## config.mk

```make
export PLATFORM = sky130hd
export DESIGN_NAME = dacbank_top
export DESIGN_NICKNAME = d
export VERILOG_FILES = /design/src/rtl/dacbank_pkg.sv /design/src/rtl/dacbank_decode.sv /design/src/rtl/dacbank_dbuf.sv /design/src/rtl/dacbank_top.sv
export SDC_FILE = /design/constraint.sdc
export NUM_CORES = 1
export LEC_CHECK = 0
export ABC_AREA = 0
export BUFFER_PORTS_ARGS = -buffer_cell sky130_fd_sc_hd__buf_2
export CORE_MARGIN = 3
export CORE_UTILIZATION = 45
export CTS_CLUSTER_DIAMETER = 60
export DETAILED_ROUTE_END_ITERATION = 7
export GPL_TIMING_DRIVEN = 0
export MAX_ROUTING_LAYER = met4
export PLACE_DENSITY_LB_ADDON = 0.15
export SLEW_MARGIN = 25
export SYNTH_ARGS = -nofsm -noshare
export SYNTH_HDL_FRONTEND = slang
export SYNTH_HIERARCHICAL = 1
export SYNTH_SLANG_ARGS = --single-unit
```

## constraint.sdc

```tcl
create_clock -name clk -period 9.1 [get_ports clk]
set_clock_uncertainty 0.1 [all_clocks]
set_input_delay 0.91 -clock clk [delete_from_list [all_inputs] [get_ports clk]]
set_output_delay 0.91 -clock clk [all_outputs]
set_load 0.005 [all_outputs]
```

## src/rtl/dacbank_pkg.sv

```systemverilog
package dacbank_pkg;
  localparam int BUS_AW   = 6;
  localparam int BUS_DW   = 16;
  localparam int CODE_W   = 12;
  localparam int NCH      = 4;   // range word layout holds at most four channels
  localparam logic [BUS_AW-1:0] OFS_MODE  = 6'h02;  // write: mode, read: data update
  localparam logic [BUS_AW-1:0] OFS_RANGE = 6'h12;  // write: stage, read: commit
  localparam logic [BUS_AW-1:0] OFS_DATA0 = 6'h14;  // channel n at +2n
  localparam int BIP_TOP  = 7;   // bipolar flag of channel n at BIP_TOP-n
  localparam int GAIN_TOP = 11;  // gain flag of channel n at GAIN_TOP-n
  localparam int MODE_EN_BIT  = 1;
  localparam int MODE_BUF_BIT = 0;
endpackage

```

## src/rtl/dacbank_decode.sv

```systemverilog
module dacbank_decode
  import dacbank_pkg::*;
#(
  parameter int N_CH = NCH
) (
  input  logic              bus_wr,
  input  logic              bus_rd,
  input  logic [BUS_AW-1:0] bus_addr,
  output logic [N_CH-1:0]   data_we,
  output logic              mode_we,
  output logic              range_we,
  output logic              data_commit,
  output logic              range_commit
);
  logic rd_only;

  assign rd_only      = bus_rd && !bus_wr;
  assign mode_we      = bus_wr && (bus_addr == OFS_MODE);
  assign range_we     = bus_wr && (bus_addr == OFS_RANGE);
  assign data_commit  = rd_only && (bus_addr == OFS_MODE);
  assign range_commit = rd_only && (bus_addr == OFS_RANGE);

  for (genvar ch = 0; ch < N_CH; ch++) begin : g_dsel
    localparam logic [BUS_AW-1:0] CH_OFS = OFS_DATA0 + BUS_AW'(2 * ch);
    assign data_we[ch] = bus_wr && (bus_addr == CH_OFS);
  end
endmodule

```

## src/rtl/dacbank_dbuf.sv

```systemverilog
module dacbank_dbuf #(
  parameter int           W       = 12,
  parameter logic [W-1:0] RST_VAL = '0
) (
  input  logic         clk,
  input  logic         rst_n,
  input  logic         stage_we,
  input  logic         direct_we,
  input  logic         commit,
  input  logic [W-1:0] wdata,
  output logic [W-1:0] stage_o,
  output logic [W-1:0] active_o
);
  logic [W-1:0] stage_q, stage_d;
  logic [W-1:0] act_q, act_d;
  logic         stage_en, act_en;

  always_comb begin
    stage_en = stage_we;
    stage_d  = wdata;
    act_en   = direct_we || commit;
    act_d    = direct_we ? wdata : stage_q;
  end

  always_ff @(posedge clk or negedge rst_n) begin
    if (!rst_n) begin
      stage_q <= RST_VAL;
      act_q   <= RST_VAL;
    end else begin
      if (stage_en) stage_q <= stage_d;
      if (act_en)   act_q   <= act_d;
    end
  end

  assign stage_o  = stage_q;
  assign active_o = act_q;
endmodule

```

## src/rtl/dacbank_top.sv

```systemverilog
module dacbank_top
  import dacbank_pkg::*;
#(
  parameter int N_CH   = NCH,
  parameter int CODE_B = CODE_W
) (
  input  logic                   clk,
  input  logic                   rst_n,
  input  logic                   bus_wr,
  input  logic                   bus_rd,
  input  logic [BUS_AW-1:0]      bus_addr,
  input  logic [BUS_DW-1:0]      bus_wdata,
  output logic [N_CH*CODE_B-1:0] chan_code_o,
  output logic [N_CH-1:0]        bip_o,
  output logic [N_CH-1:0]        gain_o
);
  localparam logic [CODE_B-1:0] MID = CODE_B'(1) << (CODE_B - 1);
  localparam int RNG_W = 2 * N_CH;

  // reset: asserted asynchronously, released through two flops
  logic [1:0] rst_pipe_q;
  logic       rst_int_n;
  always_ff @(posedge clk or negedge rst_n) begin
    if (!rst_n) rst_pipe_q <= 2'b00;
    else        rst_pipe_q <= {rst_pipe_q[0], 1'b1};
  end
  assign rst_int_n = rst_pipe_q[1];

  logic [N_CH-1:0] data_we;
  logic            mode_we, range_we, data_commit, range_commit;

  dacbank_decode #(.N_CH(N_CH)) decode_i (
    .bus_wr      (bus_wr),
    .bus_rd      (bus_rd),
    .bus_addr    (bus_addr),
    .data_we     (data_we),
    .mode_we     (mode_we),
    .range_we    (range_we),
    .data_commit (data_commit),
    .range_commit(range_commit)
  );

  // mode register
  logic en_q, en_d, buf_q, buf_d;
  always_comb begin
    en_d  = bus_wdata[MODE_EN_BIT];
    buf_d = bus_wdata[MODE_BUF_BIT];
  end
  always_ff @(posedge clk or negedge rst_int_n) begin
    if (!rst_int_n) begin
      en_q  <= 1'b0;
      buf_q <= 1'b0;
    end else if (mode_we) begin
      en_q  <= en_d;
      buf_q <= buf_d;
    end
  end

  // per-channel code staging
  logic [CODE_B-1:0] act_code [N_CH];
  for (genvar ch = 0; ch < N_CH; ch++) begin : g_chan
    logic [CODE_B-1:0] stage_unused;
    dacbank_dbuf #(.W(CODE_B), .RST_VAL(MID)) dbuf_i (
      .clk      (clk),
      .rst_n    (rst_int_n),
      .stage_we (data_we[ch]),
      .direct_we(data_we[ch] && !buf_q),
      .commit   (data_commit),
      .wdata    (bus_wdata[CODE_B-1:0]),
      .stage_o  (stage_unused),
      .active_o (act_code[ch])
    );
    assign chan_code_o[ch*CODE_B +: CODE_B] = en_q ? act_code[ch] : MID;
  end

  // range word: {gain[N_CH-1:0], bip[N_CH-1:0]}
  logic [RNG_W-1:0] range_wval, range_stage, range_act;
  for (genvar ch = 0; ch < N_CH; ch++) begin : g_rsel
    assign range_wval[ch]        = bus_wdata[BIP_TOP - ch];
    assign range_wval[N_CH + ch] = bus_wdata[GAIN_TOP - ch];
  end

  dacbank_dbuf #(.W(RNG_W), .RST_VAL('0)) range_i (
    .clk      (clk),
    .rst_n    (rst_int_n),
    .stage_we (range_we),
    .direct_we(1'b0),
    .commit   (range_commit),
    .wdata    (range_wval),
    .stage_o  (range_stage),
    .active_o (range_act)
  );

  assign bip_o  = range_act[N_CH-1:0];
  assign gain_o = range_act[RNG_W-1:N_CH];

  logic unused_wbits;
  assign unused_wbits = ^bus_wdata;
endmodule

```

==> results of run 1 <==
cell type report:
class                           instances  area [um2]
Buffer                                 24         183
Clock buffer                           23         488
Clock inverter                          9         150
Fill cell                             946        4590
Inverter                                1        3.75
Multi-Input combinational cell        301        2220
Sequential cell                       116        2920
Tap cell                              140         175
Timing Repair Buffer                   82         448
logic make-up after synthesis:
| kind of cell | count (synthesis) |
|---|---|
| AOI/OAI and AO/OA | 56 |
| DFF | 116 |
| buffers and inverters | 25 |
| and+or+nand+nor | 123 |
| muxes | 114 |
| other | 2 |
routing by layer:
layer | wire, um | vias to the layer above | track usage [%]
met2 | 6010 | 100 | 32.6
met4 | 220 | 0 | 7.28
met1 | 5440 | 1826 | 27.5
met5 | 0 | - | -
met3 | 676 | 13 | 4.92
li1 | - | 1706 | -
worst reg2reg max path, delay by kind of cell, from the launching register on:
kind | cells | cell delay (ns)
buffers and inverters | 1 | 0.33
AOI/OAI and AO/OA | 1 | 0.13
DFF | 1 | 0.43
and+or+nand+nor | 1 | 0.34
flip-flops by register name (all words and copies together) (netlist names):
register and cells:
buf_q 1, en_q 1, g_chan.dbuf_i/active_o 48, g_chan.dbuf_i/stage_o 48, range_i/active_o 8, range_i/stage_o 8
rst_pipe_q 2
layout by cell type (no fill, tap or decap), drive strengths merged, types with 5 or more instances in the layout:
cell type / Yosys / final
and2: 44 / 44
buf: 24 / 106
clkbuf: 0 / 23
conb: 2 / 8
dfrtp: 108 / 108
dfstp: 8 / 8
mux2: 58 / 58
mux2i: 56 / 56
nand2: 56 / 56
nand2b: 5 / 5
nor4: 5 / 5
o21ai: 56 / 56
per-stage QoR:
stage	instance area (um2)	hold WS (ns)	cells
after global routing	6590	0.154	696
after detailed placement	5950	0.245	664
final	6590	0.176	696
after global placement	5870	0.243	659
after floorplan	5310	0.231	442
after CTS	6590	0.164	696
worst paths after layout:
check | start | to | slack (ns) | depth (start not counted)
setup / recovery | bus_wr | g_chan[1].dbuf_i/active_o[8]$_DFFE_PN0P_ | 6.57 | 8
hold / removal | rst_n | rst_pipe_q[1]$_DFF_PN0_ | 0.18 | 1
setup reg to reg | buf_q$_DFFE_PN0P_ | g_chan[1].dbuf_i/active_o[8]$_DFFE_PN0P_ | 7.64 | 3
hold reg to reg | rst_pipe_q[1]$_DFF_PN0_ | g_chan[2].dbuf_i/active_o[5]$_DFFE_PN0P_ | 0.23 | 0
max in group asynchronous | rst_pipe_q[1]$_DFF_PN0_ | g_chan[0].dbuf_i/stage_o[11]$_DFFE_PN1P_ | 7.98 | 1
min in group clk | rst_pipe_q[0]$_DFF_PN0_ | rst_pipe_q[1]$_DFF_PN0_ | 0.25 | 0
power breakdown:
part / switching (mW) / internal (mW) / leakage [nW] / total [mW]
clock: 0.223 / 0.486 / 0.309 / 0.708
combinational: 0.0678 / 0.0748 / 1.26 / 0.143
sequential: 0.0406 / 0.590 / 1.51 / 0.630
total: 0.331 / 1.15 / 3.08 / 1.48
==> results.py, run 1 <==
metrics = {
    "timing": {
        "setup_tns_ns": 0,
        "setup_slack_ns": 6.57,
        "rsz0062_at_grt": "no",
        "clock.fmax_ghz": 0.395,
        "hold_viol_final": 0,
        "post-route-min-period_ns": 2.53,
        "fin_crit_sh_pct": 27.8,
        "max_slew.worst_pin.slew_ns": 0.710,
        "setup_violations": 0,
        "slew_headroom_pct": 52.2,
        "drv_slew": 0,
    },
    "layout": {
        "nets": 569,
        "syn2layout_area_growth_pct": 24.5,
        "final_core_util_pct": 58.9,
        "drive_gt1_share_pct": 37.6,
        "num_antenna_cells": 0,
    },
    "synthesis": {
        "synthSimpleGateAreaFrac_pct": 12.2,
        "syn_area_mm2": 0.00529,
        "netlist.area_leader.share_pct": 51.1,
        "synth_compound_area_share_pct": 5.58,
        "synth_area_leaders": "dfrtp_1, mux2_2, mux2i_1",
        "synthTopCellsByCount": "dfrtp_1, mux2i_1, nand2_1, mux2_2",
        "ys_seq_area_share_pct": 55.0,
        "synthMuxAreaShare_pct": 23.5,
        "yosys.area_share.xor_xnor_pct": 0,
        "yosysMostFrequentCell": "dfrtp_1",
        "synth-async-reset-ratio_pct": 100,
        "synth_enable_flop_cells": 0,
        "ys.flop_type": "dfrtp_1",
        "ys_ff_latch": 116,
        "synth_top_cell_by_area": "dfrtp_1",
        "synthAdderAreaFrac_pct": 0,
        "syn_area_per_cell_um2": 12.1,
        "synth_top_family_by_area": "multiplexers",
        "syn_inst": 436,
        "synth_cell_types": 26,
        "yosys_warnings": 6,
    },
    "routing": {
        "routed_wirelength_um": 12300,
        "vias": 3645,
        "drc": 0,
        "drtPass1Iterations": 4,
        "routedWlPerCell_um": 17.7,
        "drt-initial-drc-count": 110,
        "drt-vias-per-instance": 5.24,
        "drtAntennaViolNets": 0,
    },
    "global_route": {
        "antenna_found_initial": 0,
        "grt_max_degree": 48,
        "grtUsageTotal_pct": 21.1,
        "grt_remaining_overflow": 0,
        "grt_pass1_wl_um": 20400,
        "grt_pass1_vias": 3858,
    },
    "setup_path": {
        "worstSetupPathType": "primary input to register",
        "crit_chain": "buf_2, or4b_4, nor4_2, buf_2, buf_2, buf_6, mux2i_1, o21ai_1",
        "cpLargestDelayFamily": "buffers and inverters",
        "worstPathBufferInverterCount": 4,
        "critPathCaptureType": "register",
        "cp_data_arrival_time_ns": 2.70,
        "slowest_stage": "or4b_4",
        "critPathLaunchType": "primary input",
        "cp_common_cell": "buf_2",
        "crit_fanout": 10,
        "max_stage_delay_ns": 0.54,
        "required_ns": 9.27,
    },
    "floorplanning": {
        "initial_utilization_pct": 47.4,
        "fp.dieW_um": 114,
        "rows": 38,
        "die_h_um": 114,
        "core-area_mm2": 0.0112,
        "die_area_mm2": 0.0131,
        "ioPinCount": 82,
    },
    "clock_network": {
        "h-tree-depth": 4,
        "cts.sinks": 116,
        "ctsResizeCount": 0,
        "clock_path_buffers": 2,
        "clk_latency_ns": 0.40,
        "clk_pin_slew_worst_paths_ns": 0.05,
        "cts_tree": "built",
        "clock-root-buffer": "clkbuf_16",
        "post_cts_buffers": 0,
        "cts_hold_buffers": 0,
        "cts_buffers": 17,
    },
    "power": {
        "ir_drop_mv": 0.127,
        "power.density_mw_per_mm2": 225,
        "leakage_nw": 3.08,
        "total_power_mw": 1.48,
    },
    "place": {
        "post-place-ws_ns": 6.16,
        "place.gp.congestion": 0.767,
        "portBuffers": 77,
        "hpwlAfterDp_um": 8250,
    },
    "run": {
        "drv_cap": 0,
    },
    "worst_hold_path": {
        "hold_class": "primary input to asynchronous set/reset pin",
    },
    "status": {
        "status": "completed",
    },
}
(Power assumes the default switching activity.)
==> run 2: changes to the inputs <==
==> constraint.sdc (replaced) <==
create_clock -name clk -period 2.35 [get_ports clk]
set_clock_uncertainty 0.1 [all_clocks]
set_input_delay 0.235 -clock clk [delete_from_list [all_inputs] [get_ports clk]]
set_output_delay 0.235 -clock clk [all_outputs]
set_load 0.005 [all_outputs]
==> results.py, run 2 (synthesis gave the netlist of run 1 again) <==
metrics = {
    "status": {
        "status": "completed",
    },
    "setup_path": {
        "required_ns": 2.57,
        "r2r_slack_ns": 0.89,
        "crit_chain": "buf_2, nand4b_1, nor4_1, nor2b_1, buf_2, nand2_1, o21ai_1",
        "worstPathBufferInverterCount": 2,
        "r2r_end": "g_chan[0].dbuf_i/active_o[11]$_DFFE_PN1P_",
        "critPathCaptureType": "register",
        "cp_data_arrival_time_ns": 2.09,
        "cpLargestDelayFamily": "simple AND/OR/NAND/NOR gates",
        "reg2reg_depth": 4,
        "critical_path.endpoint": "g_chan[2].dbuf_i/active_o[2]$_DFFE_PN0P_",
        "crit_fanout": 10,
        "r2r-start": "buf_q$_DFFE_PN0P_",
        "worstSetupPathType": "primary input to register",
        "cp_common_cell": "buf_2",
        "path_depth": 7,
        "critPathLaunchType": "primary input",
        "cp-startpoint": "bus_addr[5]",
        "slowest_stage": "nor4_1",
        "max_stage_delay_ns": 0.60,
    },
    "layout": {
        "final_common_cell": "dfrtp_1",
        "syn2layout_area_growth_pct": 22.8,
        "drive_gt1_share_pct": 37.0,
        "multiInputGateArea_mm2": 0.00223,
        "seqCellArea_mm2": 0.00292,
        "nFillCells": 923,
        "num_antenna_cells": 0,
        "nets": 569,
        "design_area_mm2": 0.00650,
        "most-common-layout-cells": "dfrtp_1, buf_2, mux2i_1, nand2_1, mux2_2",
    },
    "routing": {
        "routed_wirelength_um": 12200,
        "drtPass1Iterations": 4,
        "drtAntennaViolNets": 0,
        "vias": 3549,
        "drt-initial-drc-count": 166,
        "drc": 0,
        "drt-vias-per-instance": 5.11,
        "routedWlPerCell_um": 17.6,
    },
    "timing": {
        "hold_viol_final": 0,
        "rsz0062_at_grt": "no",
        "max_slew.worst_pin.slew_ns": 0.758,
        "post-route-min-period_ns": 1.87,
        "clock.fmax_ghz": 0.533,
        "slew_headroom_pct": 49.0,
        "setup_tns_ns": 0,
        "drv_slew": 0,
        "fin_crit_sh_pct": 79.8,
        "setup_violations": 0,
    },
    "place": {
        "hpwlAfterDp_um": 8180,
        "place.gp.congestion": 0.730,
        "portBuffers": 77,
        "place_area_mm2": 0.00596,
    },
    "power": {
        "leakage_nw": 3.04,
        "total_power_mw": 5.27,
        "clkPwrFrac_pct": 43.2,
        "p_switching_mw": 1.23,
        "pwr-share-comb_pct": 10.6,
        "ir_drop_mv": 0.490,
        "power.density_mw_per_mm2": 811,
        "seqPwrFrac_pct": 46.3,
        "swShare_pct": 23.4,
        "intPower_mw": 4.04,
    },
    "floorplanning": {
        "die_h_um": 114,
        "ioPinCount": 82,
        "core-area_mm2": 0.0112,
        "fp.dieW_um": 114,
        "die_area_mm2": 0.0131,
        "rows": 38,
        "initial_utilization_pct": 47.4,
    },
    "clock_network": {
        "clock-root-buffer": "clkbuf_16",
        "clk_pin_slew_worst_paths_ns": 0.05,
        "clk_latency_ns": 0.40,
        "clock_path_buffers": 2,
        "h-tree-depth": 4,
        "cts_tree": "built",
        "cts.sinks": 116,
        "cts_buffers": 17,
    },
    "global_route": {
        "grt_remaining_overflow": 0,
        "grt_pass1_wl_um": 20000,
        "grt_pass1_vias": 3822,
        "grtUsageTotal_pct": 20.8,
        "antenna_found_initial": 0,
        "grt_max_degree": 47,
    },
    "run": {
        "drv_cap": 0,
    },
    "worst_hold_path": {
        "hold_class": "primary input to asynchronous set/reset pin",
    },
}
-- run 2: what timing repair did --
item	in CTS	in global routing
buffers inserted	0	0
endpoints found under the hold margin	2	0
gates resized for setup	0	0
hold buffers	1	0
-- run 2: layout make-up --
type / count / area share, %
sequential: 116 / 44.9
multi-input combinational: 301 / 34.3
clock buffer: 25 / 7.78
timing repair buffer: 82 / 7.05
buffer: 24 / 2.81
tap: 140 / 2.70
clock inverter: 5 / 0.385
inverter: 1 / 0.0578
-- run 2: worst min path at each step --
stage | to | slack [ns]
floorplan | rst_pipe_q[0]$_DFF_PN0_ | -0.16
detailed placement | rst_pipe_q[0]$_DFF_PN0_ | -0.08
finish | rst_pipe_q[1]$_DFF_PN0_ | 0.05
global route | rst_pipe_q[1]$_DFF_PN0_ | 0.05
global placement | rst_pipe_q[0]$_DFF_PN0_ | -0.08
CTS | rst_pipe_q[1]$_DFF_PN0_ | 0.04
-- run 2: metrics by stage --
| step | util (%) | std cells | worst slack (ns) | hold WS, ns |
|---|---|---|---|---|
| finish | 58.1 | 694 | 0.475 | 0.0490 |
| global route | 58.1 | 694 | 0.296 | 0.0516 |
| CTS | 58.1 | 694 | 0.442 | 0.0384 |
| detailed placement | 53.3 | 663 | 0.0520 | -0.0771 |
| global placement | 52.7 | 659 | -0.333 | -0.0809 |
| floorplan | - | 442 | 0.211 | -0.161 |
-- run 2: worst reg2reg max path, stage by stage (launching register included) --
cell	delay [ns]
dfrtp_1	0.43
nor2b_1	0.34
buf_2	0.32
nand2_1	0.07
o21ai_0	0.11
-- run 2: metal layers --
metal	vias up	GRT usage, %	share of wire (%)
met1	1761	26.2	46
met2	67	33.3	49
li1	1705	-	-
met4	0	7.05	1.9
met5	-	-	0
met3	16	4.65	3.2
-- run 2: power groups by stage --
stage | logic [mW] | clock network [mW] | registers (mW)
2_1_floorplan | 0.349 | 0 | 2.43
3_3_place_gp | 0.505 | 0 | 2.48
3_5_place_dp | 0.565 | 0 | 2.47
4_1_cts | 0.568 | 2.32 | 2.44
5_1_grt | 0.631 | 2.42 | 2.48
6_report | 0.559 | 2.27 | 2.44
==> run 3: changes to the inputs <==
==> constraint.sdc (replaced) <==
create_clock -name clk -period 1.85 [get_ports clk]
set_clock_uncertainty 0.1 [all_clocks]
set_input_delay 0.185 -clock clk [delete_from_list [all_inputs] [get_ports clk]]
set_output_delay 0.185 -clock clk [all_outputs]
set_load 0.005 [all_outputs]
==> results.py, run 3 (synthesis gave the netlist of run 1 again) <==
metrics = {
    "layout": {
        "most-common-layout-cells": "dfrtp_1, buf_2, mux2i_1, nand2_1, mux2_2",
        "drive_gt1_share_pct": 37.7,
        "nets": 572,
        "finalNonFillerCells": 699,
        "syn2layout_area_growth_pct": 24.9,
        "final_common_cell": "dfrtp_1",
        "final_core_util_pct": 59.2,
        "num_antenna_cells": 0,
    },
    "setup_path": {
        "slowest_stage": "dfrtp_1",
        "worstSetupPathType": "register to primary output",
        "crit_fanout": 10,
        "critPathLaunchType": "register",
        "worstPathBufferInverterCount": 3,
        "max_stage_delay_ns": 0.41,
        "cpLargestDelayFamily": "buffers and inverters",
        "required_ns": 1.56,
        "critPathCaptureType": "primary output",
        "cp_data_arrival_time_ns": 1.43,
        "crit_chain": "buf_4, buf_6, and2_1, buf_2",
    },
    "clock_network": {
        "clock-root-buffer": "clkbuf_16",
        "h-tree-depth": 4,
        "clk_pin_slew_worst_paths_ns": 0.05,
        "cts_buffers": 17,
        "clk_latency_ns": 0.41,
        "cts_tree": "built",
        "cts.sinks": 116,
        "clock_path_buffers": 2,
    },
    "global_route": {
        "antenna_found_initial": 0,
        "grt_remaining_overflow": 0,
        "grt_max_degree": 51,
        "grtUsageTotal_pct": 21.0,
        "grt_pass1_vias": 3740,
        "grt_pass1_wl_um": 20000,
    },
    "routing": {
        "routed_wirelength_um": 12600,
        "routedWlPerCell_um": 18.1,
        "vias": 3612,
        "drc": 0,
        "drtAntennaViolNets": 0,
        "drtPass1Iterations": 4,
        "drt-initial-drc-count": 170,
        "drt-vias-per-instance": 5.17,
    },
    "timing": {
        "setup_slack_ns": 0.140,
        "holdWs_ns": 0.0112,
        "post-route-min-period_ns": 1.71,
        "rsz0062_at_grt": "no",
        "setup_tns_ns": 0,
        "max_slew.worst_pin.slew_ns": 0.508,
        "fin_crit_sh_pct": 92.5,
        "slew_headroom_pct": 65.8,
        "drv_slew": 0,
        "clock.fmax_ghz": 0.585,
        "setup_violations": 0,
        "hold_viol_final": 0,
    },
    "place": {
        "portBuffers": 77,
        "place.gp.congestion": 0.761,
        "hpwlAfterDp_um": 8240,
        "dp_cells": 662,
        "post-place-ws_ns": -0.488,
    },
    "power": {
        "leakage_nw": 3.09,
        "ir_drop_mv": 0.877,
        "power.density_mw_per_mm2": 1090,
    },
    "floorplanning": {
        "die_area_mm2": 0.0131,
        "core-area_mm2": 0.0112,
        "fp.dieW_um": 114,
        "initial_utilization_pct": 47.4,
        "die_h_um": 114,
        "ioPinCount": 82,
        "rows": 38,
    },
    "status": {
        "status": "completed",
    },
    "worst_hold_path": {
        "hold_class": "primary input to register",
    },
    "run": {
        "drv_cap": 0,
    },
}
## run 3: changes by cell type in the layout (fill, tap and decap cells not counted), sizes merged
| cell | change |
|---|---|
| clkbuf | -4 |
| clkinv | +1 |
| dlygate4sd3 | +1 |
| buf | +2 |
| clkinvlp | +1 |
| bufinv | +4 |
## run 3: power breakdown
group | total (mW) | switching [mW] | leakage, nW | internal [mW]
logic | 0.717 | 0.345 | 1.28 | 0.372
clock network | 3.40 | 1.13 | 0.300 | 2.27
registers | 3.09 | 0.194 | 1.51 | 2.90
## run 3: layout make-up
cell class,count,area (um2)
inverters,1,3.75
clock inverters,11,158
plain buffers,24,183
repair buffers,85,487
fillers,928,4560
clock buffers,21,450
well taps,140,175
multi-input cells,301,2240
flip-flops and latches,116,2920
## run 3: final timing paths
path / startpoint / to / slack (ns) / cells after the start
setup / recovery: en_q$_DFFE_PN0P_ / chan_code_o[24] / 0.14 / 4
hold / removal: bus_wdata[11] / g_chan[3].dbuf_i/active_o[11]$_DFFE_PN1P_ / 0.01 / 3
setup reg to reg: buf_q$_DFFE_PN0P_ / g_chan[3].dbuf_i/active_o[9]$_DFFE_PN0P_ / 0.40 / 4
hold reg to reg: rst_pipe_q[1]$_DFF_PN0_ / g_chan[2].dbuf_i/stage_o[3]$_DFFE_PN0P_ / 0.17 / 0
max in group asynchronous: rst_pipe_q[1]$_DFF_PN0_ / g_chan[0].dbuf_i/stage_o[11]$_DFFE_PN1P_ / 0.84 / 1
min in group asynchronous: rst_pipe_q[1]$_DFF_PN0_ / g_chan[2].dbuf_i/stage_o[3]$_DFFE_PN0P_ / 0.17 / 0
## run 3: through the flow
| stage | cell area (um2) | power (mW) |
|---|---|---|
| floorplan | 5330 | 3.54 |
| global placement | 5890 | 3.80 |
| detailed placement | 5950 | 3.85 |
| CTS | 6600 | 7.27 |
| global route | 6610 | 7.50 |
| finish | 6610 | 7.21 |
## run 3: tightest hold or removal path, stage by stage
cell	delay [ns]
buf_2	0.17
nand2_1	0.08
o21ai_0	0.07
## run 3: timing repair
action | 4_1_cts | 5_1_grt
endpoints found under the hold margin | 2 | 0
endpoints found under the setup margin | 20 | 12
pin swaps | 1 | 0
gates resized for setup | 0 | 2
setup buffers | 3 | 0
hold buffers | 2 | 0
## run 3: routing by layer
metal	track usage (%)	wire length, um	vias to the layer above
li1	-	-	1707
met4	6.41	220	0
met5	-	0	-
met1	26.9	5660	1819
met3	5.50	618	17
met2	32.9	6150	69
